### config.mk
export PLATFORM = sky130hd
export DESIGN_NAME = indaddr_unit
export DESIGN_NICKNAME = d
export VERILOG_FILES = /design/src/rtl/indaddr_pkg.sv /design/src/rtl/indaddr_decode.sv /design/src/rtl/indaddr_ptr.sv /design/src/rtl/indaddr_agen.sv /design/src/rtl/indaddr_unit.sv
export SDC_FILE = /design/constraint.sdc
export NUM_CORES = 1
export LEC_CHECK = 0
export ABC_AREA = 1
export BUFFER_PORTS_ARGS = -buffer_cell sky130_fd_sc_hd__buf_2
export CORE_MARGIN = 3
export CORE_UTILIZATION = 45
export CTS_CLUSTER_SIZE = 10
export DETAILED_ROUTE_END_ITERATION = 8
export GPL_ROUTABILITY_DRIVEN = 0
export SLEW_MARGIN = 20
export SYNTH_ARGS = -nofsm -noshare
export SYNTH_HDL_FRONTEND = slang
export SYNTH_SLANG_ARGS = --single-unit
### constraint.sdc
create_clock -name clk -period 6.05 [get_ports clk]
set_clock_uncertainty 0.1 [all_clocks]
set_input_delay 0.3025 -clock clk [delete_from_list [all_inputs] [get_ports clk]]
set_output_delay 0.3025 -clock clk [all_outputs]
set_load 0.05 [all_outputs]
### src/rtl/indaddr_pkg.sv
package indaddr_pkg;

    localparam int ADDR_W   = 12;
    localparam int DATA_W   = 8;
    localparam int NUM_PTR  = 3;
    localparam int IDX_W    = 2;
    localparam int HI_W     = ADDR_W - DATA_W;
    localparam logic [ADDR_W-1:0] TOP_BASE   = 12'hFEF;
    localparam int                BASE_STEP  = 8;
    localparam int                SLOTS      = 7;

    typedef enum logic [2:0] {
        ACC_NONE    = 3'd0,
        ACC_PLAIN   = 3'd1,
        ACC_POSTINC = 3'd2,
        ACC_POSTDEC = 3'd3,
        ACC_PREINC  = 3'd4,
        ACC_PLUSW   = 3'd5,
        ACC_BYTE_HI = 3'd6,
        ACC_BYTE_LO = 3'd7
    } acc_kind_e;

    typedef struct packed {
        logic             hit;
        logic [IDX_W-1:0] idx;
        acc_kind_e        kind;
    } decode_t;

    function automatic logic [ADDR_W-1:0] ptr_base(input int k);
        return ADDR_W'(TOP_BASE - ADDR_W'(BASE_STEP * k));
    endfunction

    function automatic acc_kind_e slot_kind(input logic [2:0] off);
        case (off)
            3'd0:    return ACC_PLAIN;
            3'd1:    return ACC_POSTINC;
            3'd2:    return ACC_POSTDEC;
            3'd3:    return ACC_PREINC;
            3'd4:    return ACC_PLUSW;
            3'd5:    return ACC_BYTE_HI;
            3'd6:    return ACC_BYTE_LO;
            default: return ACC_NONE;
        endcase
    endfunction

    function automatic logic is_virtual(input acc_kind_e k);
        return (k == ACC_PLAIN) || (k == ACC_POSTINC) || (k == ACC_POSTDEC) ||
               (k == ACC_PREINC) || (k == ACC_PLUSW);
    endfunction

    function automatic logic [ADDR_W-1:0] sext_w(input logic [DATA_W-1:0] w);
        return {{(ADDR_W-DATA_W){w[DATA_W-1]}}, w};
    endfunction

endpackage

### src/rtl/indaddr_decode.sv
module indaddr_decode
    import indaddr_pkg::*;
(
    input  logic [ADDR_W-1:0] reg_addr,
    output decode_t           dec
);

    logic [NUM_PTR-1:0] hit_v;
    logic [2:0]         off_v [NUM_PTR];

    for (genvar k = 0; k < NUM_PTR; k++) begin : g_slot
        logic [ADDR_W-1:0] diff;
        assign diff     = ptr_base(k) - reg_addr;
        assign hit_v[k] = (diff < ADDR_W'(SLOTS));
        assign off_v[k] = diff[2:0];
    end

    always_comb begin
        dec.hit  = 1'b0;
        dec.idx  = '0;
        dec.kind = ACC_NONE;
        for (int k = 0; k < NUM_PTR; k++) begin
            if (hit_v[k]) begin
                dec.hit  = 1'b1;
                dec.idx  = IDX_W'(k);
                dec.kind = slot_kind(off_v[k]);
            end
        end
    end

endmodule

### src/rtl/indaddr_ptr.sv
module indaddr_ptr
    import indaddr_pkg::*;
(
    input  logic              clk,
    input  logic              rst,
    input  logic              sel,
    input  logic              access,
    input  logic              wr_en,
    input  acc_kind_e         kind,
    input  logic [DATA_W-1:0] wr_data,
    output logic [ADDR_W-1:0] q
);

    logic [ADDR_W-1:0] nxt;

    always_comb begin
        nxt = q;
        if (sel && access) begin
            unique case (kind)
                ACC_POSTINC, ACC_PREINC: nxt = q + ADDR_W'(1);
                ACC_POSTDEC:             nxt = q - ADDR_W'(1);
                ACC_BYTE_HI: if (wr_en) nxt = {wr_data[HI_W-1:0], q[DATA_W-1:0]};
                ACC_BYTE_LO: if (wr_en) nxt = {q[ADDR_W-1:DATA_W], wr_data};
                default:                 nxt = q;
            endcase
        end
    end

    always_ff @(posedge clk) begin
        if (rst) q <= '0;
        else     q <= nxt;
    end

endmodule

### src/rtl/indaddr_agen.sv
module indaddr_agen
    import indaddr_pkg::*;
(
    input  decode_t           dec,
    input  logic              access,
    input  logic [ADDR_W-1:0] ptr_sel,
    input  logic [DATA_W-1:0] wreg,
    input  logic [ADDR_W-1:0] reg_addr,
    output logic [ADDR_W-1:0] eff_addr,
    output logic              is_indirect
);

    always_comb begin
        is_indirect = access && dec.hit && is_virtual(dec.kind);
        eff_addr    = reg_addr;
        if (is_indirect) begin
            unique case (dec.kind)
                ACC_PREINC: eff_addr = ptr_sel + ADDR_W'(1);
                ACC_PLUSW:  eff_addr = ptr_sel + sext_w(wreg);
                default:    eff_addr = ptr_sel;
            endcase
        end
    end

endmodule

### src/rtl/indaddr_unit.sv
module indaddr_unit
    import indaddr_pkg::*;
(
    input  logic        clk,
    input  logic        rst,
    input  logic [11:0] reg_addr,
    input  logic        rd_en,
    input  logic        wr_en,
    input  logic [7:0]  wr_data,
    input  logic [7:0]  wreg,
    output logic [11:0] eff_addr,
    output logic        is_indirect,
    output logic [7:0]  rd_data
);

    decode_t                      dec;
    logic                         access;
    logic [NUM_PTR-1:0][ADDR_W-1:0] ptr_q;
    logic [ADDR_W-1:0]            ptr_sel;

    assign access = rd_en | wr_en;

    indaddr_decode u_dec (
        .reg_addr (reg_addr),
        .dec      (dec)
    );

    for (genvar k = 0; k < NUM_PTR; k++) begin : g_ptr
        indaddr_ptr u_ptr (
            .clk     (clk),
            .rst     (rst),
            .sel     (dec.hit && (dec.idx == IDX_W'(k))),
            .access  (access),
            .wr_en   (wr_en),
            .kind    (dec.kind),
            .wr_data (wr_data),
            .q       (ptr_q[k])
        );
    end

    always_comb begin
        ptr_sel = '0;
        for (int k = 0; k < NUM_PTR; k++)
            if (dec.idx == IDX_W'(k)) ptr_sel = ptr_q[k];
    end

    indaddr_agen u_agen (
        .dec         (dec),
        .access      (access),
        .ptr_sel     (ptr_sel),
        .wreg        (wreg),
        .reg_addr    (reg_addr),
        .eff_addr    (eff_addr),
        .is_indirect (is_indirect)
    );

    always_comb begin
        rd_data = '0;
        if (rd_en && dec.hit) begin
            if (dec.kind == ACC_BYTE_HI)
                rd_data = {{(DATA_W-HI_W){1'b0}}, ptr_sel[ADDR_W-1:DATA_W]};
            else if (dec.kind == ACC_BYTE_LO)
                rd_data = ptr_sel[DATA_W-1:0];
        end
    end

endmodule

======== Word level (Yosys, flattened, before mapping) ========
Cells that the tools add are included.
operators by class
  bitwise logic cells ..................... 3
  reduce and logical (&&, ||, !) cells .... 26
  order comparisons ....................... 3
  add/sub/neg operators ................... 11
  muxes and demuxes ....................... 19
  equality and inequality tests ........... 29
operators by type and width
  operator                                                                number
  12-bit one-hot mux with 4 select lines                                  3
  3-bit one-hot mux with 7 select lines                                   3
  12-bit 2-to-1 mux                                                       5
  12-bit by 1-bit adder with 12-bit output (second input constant)        4
  3-bit == test (second input constant)                                   13
  12-bit by 3-bit < comparator with 1-bit output (second input constant)  3
  12-bit by 1-bit subtractor with 12-bit output (second input constant)   3
  12-bit subtractor (first input constant)                                3
  8-bit 2-to-1 mux                                                        4
  3-bit by 2-bit == test with 1-bit output (second input constant)        8
  12-bit one-hot mux with 2 select lines                                  1
  4-bit AND reduction                                                     6
  6-bit 2-to-1 mux                                                        3
  12-bit adder                                                            1
  3-bit by 1-bit == test with 1-bit output (second input constant)        4
  1-bit logical AND                                                       9
  3-bit zero test                                                         3
  3-bit nonzero test                                                      2
  1-bit logical OR                                                        4
  2-bit inequality test (second input constant)                           2
  2-bit by 1-bit == test with 1-bit output (second input constant)        1
  2-bit == test (second input constant)                                   1
  2-bit zero test                                                         1
  1-bit inverter                                                          2
  2 further kinds                                                         2
storage, ports and cells
  output and inout port bits .............. 21
  flip-flop bits (word level) ............. 36
  logic and storage cells ................. 97

======== Logic depth before layout (Yosys ltp) ========
  depth after elaboration ................. 13
  mapped depth ............................ 32
  mapped depth without buffers ............ 31

======== Cells and area by module ========
Synthesis repeated with hierarchy kept, for this count alone.
unflattened totals
  cells, all modules ...................... 929
  area, all modules ....................... 5496.5 um^2
modules (own cells, without submodules)
  module          times used  area each (um^2)  seq. area each (um^2)  cells an instance
  indaddr_ptr     3           1228.7            240.2                  200
  indaddr_agen    1           892.1             0.0                    160
  indaddr_unit    1           498.0             0.0                    88
  indaddr_decode  1           420.4             0.0                    81

======== Worst setup path after synthesis ========
OpenSTA, ideal clock, no wires.
  path kind ............................... input port to flip-flop
  from .................................... in reg_addr[3]
  to ...................................... reg g_ptr[0].u_ptr.q[10]
  required time ........................... 5.876 ns
  cell stages on the path ................. 24
  slack ................................... 1.787 ns
  arrival time ............................ 4.089 ns
  cells stage by stage .................... inv_2 -> ha_1 -> nor2_1 -> a21boi_0 -> nand3b_1 -> nor2_1 -> nand3_2 -> nand3_4 -> nand2_1 -> inv_1 -> ha_1 -> a21oi_1 -> o21ai_0 -> nand2_1 -> nand2_1 -> a21oi_1 -> nor2_1 -> o21ai_0 -> a21boi_0 -> or2_2 -> a21oi_1 -> or2_2 -> nand3_1 -> a31oi_1
between the ends
  word-level cells in the longest chain between the ends .. 9
  elaborated cells on any way between the ends .. 23
  classes of those cells .................. add/sub (3); order compare (3); eq/ne (6); mux (4); bitwise (1); reduce/logical (6)
ends and longest elaborated chain
  element                                                                           line                  source
  start, declared                                                                   indaddr_unit.sv:6     input logic [11:0] reg_addr,
  12-bit subtractor                                                                 indaddr_decode.sv:13  assign diff = ptr_base(k) - reg_addr;
  12-bit by 3-bit < comparator with 1-bit output                                    indaddr_decode.sv:14  assign hit_v[k] = (diff < ADDR_W'(SLOTS));
  6-bit 2-to-1 mux (2 in series)                                                    indaddr_decode.sv:23  if (hit_v[k]) begin
  6-bit 2-to-1 mux *                                                                indaddr_decode.sv:23
  3-bit by 2-bit == test with 1-bit output / 3-bit == test (equally long branches)  indaddr_ptr.sv:19     unique case (kind)
  2-bit OR reduction                                                                indaddr_ptr.sv:19
  3-bit nonzero test (no line)                                                      --
  4-bit AND reduction (no line)                                                     --
  end signal, assigned                                                              indaddr_ptr.sv:31     else q <= nxt;
  end, declared                                                                     indaddr_ptr.sv:11     output logic [ADDR_W-1:0] q
Mark *: on every way between the ends. The rest lies on a longest branch, timed or not.
A chain may end at the register's enable or synchronous reset.

======== Final worst setup path ========
  from .................................... in reg_addr[5]
  to ...................................... out eff_addr[10]
between the ends
  word-level cells in the longest chain between the ends .. 12
  elaborated cells on any way between the ends .. 30
  classes of those cells .................. add/sub (5); order compare (3); eq/ne (7); mux (8); reduce/logical (7)
ends and longest elaborated chain
  element                                               line                  source
  12-bit subtractor                                     indaddr_decode.sv:13
  12-bit by 3-bit < comparator with 1-bit output        indaddr_decode.sv:14
  6-bit 2-to-1 mux (2 in series)                        indaddr_decode.sv:23
  6-bit 2-to-1 mux *                                    indaddr_decode.sv:23
  branches (longest 6 deep; another with 12-bit adder)  --
  12-bit 2-to-1 mux *                                   indaddr_agen.sv:16    if (is_indirect) begin
  end, declared                                         indaddr_unit.sv:11    output logic [11:0] eff_addr,
Mark *: on every way between the ends.

==> flow_summary.ini <==
[status]
status = complete, no violations

[sta]
slew-limit-headroom = 0.384
fin_ws_ns = 0.702
timing.final.hold_violations = 0
report.final.slew_viol_count = 0
setup_viol = 0
finalSetupTns_ns = 0
min_period_ns = 5.35
tightest_slew_ns = 0.922
rsz0062_at_grt = false
fin_crit_sh = 0.884
fmax_mhz = 187

[cells_and_area]
drive_above_1_share = 0.153
reg_top3 = g_ptr.u_ptr.q (36)
final_cells = 1000
nets = 935
antenna_cells = 0
area_growth_syn_to_layout_pct = 9.82
largest_register_ffs = 36
final_core_util = 0.512
regMostFlops = g_ptr.u_ptr.q

[synth]
synth_ff_type = dfxtp_1
synthArstFlopShare = 0
yosys.area.top_type = dfxtp_1
synth_compound_gate_area_share = 0.249
synth_area_um2 = 5100
synthMuxAreaShare = 0
ys_ff_latch = 36
synth_nets = 892
ys_seq_area_frac = 0.141
postSynthAreaPerCell_um2 = 6.25
synth_top_family_by_area = simple AND/OR/NAND/NOR gates
synth_xor_area_frac = 0.0395
synth-simple-area-share = 0.340
netlist_instances = 816
ys_types = 50
yosys_warnings = 0
synth_fa_ha_area_frac = 0.114
synthTopCellsByArea = dfxtp_1 (14%), nand2_1 (11%), ha_1 (9.8%)
synth_edf_count = 0
post-synth-top-area-fraction = 0.141

[power]
power_frac_clock = 0.459
p_comb_frac = 0.178
switching_power_w = 0.000192
p_leak_nw = 2.71
finalPower_w = 0.000654
p_per_area_nw_per_um2 = 117
ir_worst_vdd_uv = 100
switching_share = 0.294
share_seq_of_total_power = 0.363
intPower_w = 0.000462

[clock_tree]
cts_resized = 0
clkTransAtPathRegs_ns = 0.06
clock-sinks = 36
htreeDepth = 2
cts_tree = done
post_cts_buffers = 0
cts-root-buf = clkbuf_16
clk_path_buf_depth = 2
cts_made_buffers = 5
clock_latency_ns = 0.28
cts_hold_buffers = 0

[floorplan]
ioPinCount = 53
initial_core_util = 0.466
die_area_um2 = 12600
dieHeight_um = 112
coreArea_um2 = 10900
rows = 38
die_x_um = 112

[job]
cap_violations = 0

[worst_setup_path]
crit_type = primary input to output pin
crit_start = reg_addr[5]
slowest_delay_ns = 0.40
cpMaxStageDelayCell = fa_1
required_ns = 5.65
endpoint_kind = output pin
cp_max_fo = 14
cpMostUsedCell = nand2_1
start_kind = primary input
reg2reg_from = g_ptr[0].u_ptr.q[3]
arrival_ns = 4.95
r2r_cells = 14

[drt]
routed_wl_um = 16700
firstDrtPassIters = 7
via_count = 5687
avgViaCountPerCell = 5.69
first_iter_violations = 391
wl_per_cell_um = 16.7
route.detailed.drc = 0
drtAntennaViolNets = 0

[global_route]
grt_overflow = 0
antenna_found_initial = 0
grt_pass1_wl_um = 26700
grt_pass1_vias = 5198
grt_max_degree = 23
track_usage = 0.261

[hold_path]
min_path_cells = 3
hold_class = primary input to flip-flop
worstHoldStart = wr_data[5]

[place]
io_buffers = 52
dpl.hpwl_um = 13300
placedCellCount = 992
dp_slack_ns = 0.743
-- power groups by stage --
stage	Combinational [W]	Clock, W	Sequential (W)
3_3_place_gp	0.000114	0	0.000243
4_1_cts	0.000115	0.000307	0.000237
2_1_floorplan	0.0000785	0	0.000243
6_report	0.000116	0.000300	0.000238
3_5_place_dp	0.000115	0	0.000243
5_1_grt	0.000127	0.000317	0.000237
-- logic make-up (layout without fill, tap and decap cells) --
logic type | Yosys count | in the layout
compound gates | 212 | 212
flops | 36 | 36
fa+ha+maj | 44 | 44
xor+xnor | 23 | 23
buf+inv | 145 | 189
simple gates | 356 | 356
-- per-layer routing --
metal,vias up,global-route usage,part of all wire
met5,-,0,0
met4,0,0.0793,0.023
met1,2588,0.370,0.46
li1,2841,-,-
met3,37,0.0356,0.070
met2,221,0.412,0.45
-- metrics by stage --
| stage | hold WS, ns | cell area [um2] |
|---|---|---|
| detailed placement | 0.374 | 5430 |
| CTS | 0.301 | 5600 |
| finish | 0.306 | 5600 |
| global route | 0.331 | 5600 |
| floorplan | 0.351 | 5100 |
| global placement | 0.377 | 5430 |
-- path summary, 6_finish.rpt --
path	endpoint	slack, ns
setup / recovery	eff_addr[10]	0.70
hold / removal	g_ptr[0].u_ptr.q[5]	0.31
hold reg to reg	g_ptr[2].u_ptr.q[2]	0.39
setup reg to reg	g_ptr[0].u_ptr.q[10]	3.24
-- area by class of cell --
type | count | area, um2
fillers | 1126 | 5340
multi-input cells | 635 | 3780
flip-flops and latches | 36 | 721
inverters | 127 | 477
repair buffers | 54 | 275
well taps | 140 | 175
clock buffers | 5 | 125
clock inverters | 3 | 42.5
-- critical path, delay by kind of cell --
| family | cells | cell delay, ns |
|---|---|---|
| fa+ha+maj | 3 | 0.93 |
| simple gates | 12 | 1.77 |
| compound gates | 8 | 1.28 |
| buf+inv | 5 | 0.64 |
-- cell usage after synthesis (15+ instances only) --
cell type,number
a31oi_1,18
nor2_1,93
o22ai_1,19
nand3_1,40
a211oi_1,15
a21oi_1,60
xor2_1,16
ha_1,40
nand2_1,144
inv_1,113
dfxtp_1,36
o21ai_0,67
-- placed cells by master, fill, tap and decap left out, types with 7 or more instances in the layout --
cell        n
nand2_1   144
inv_1     113
nor2_1     93
o21ai_0    67
a21oi_1    60
buf_2      52
nand3_1    40
ha_1       40
dfxtp_1    36
o22ai_1    19
a31oi_1    18
xor2_1     16
a211oi_1   15
inv_2      14
nor3_1     11
nand2_2    10
nand4_1     8
nor2_4      7
or2_2       7
xnor2_1     7
Note: power is estimated with default switching activity, not from simulation.
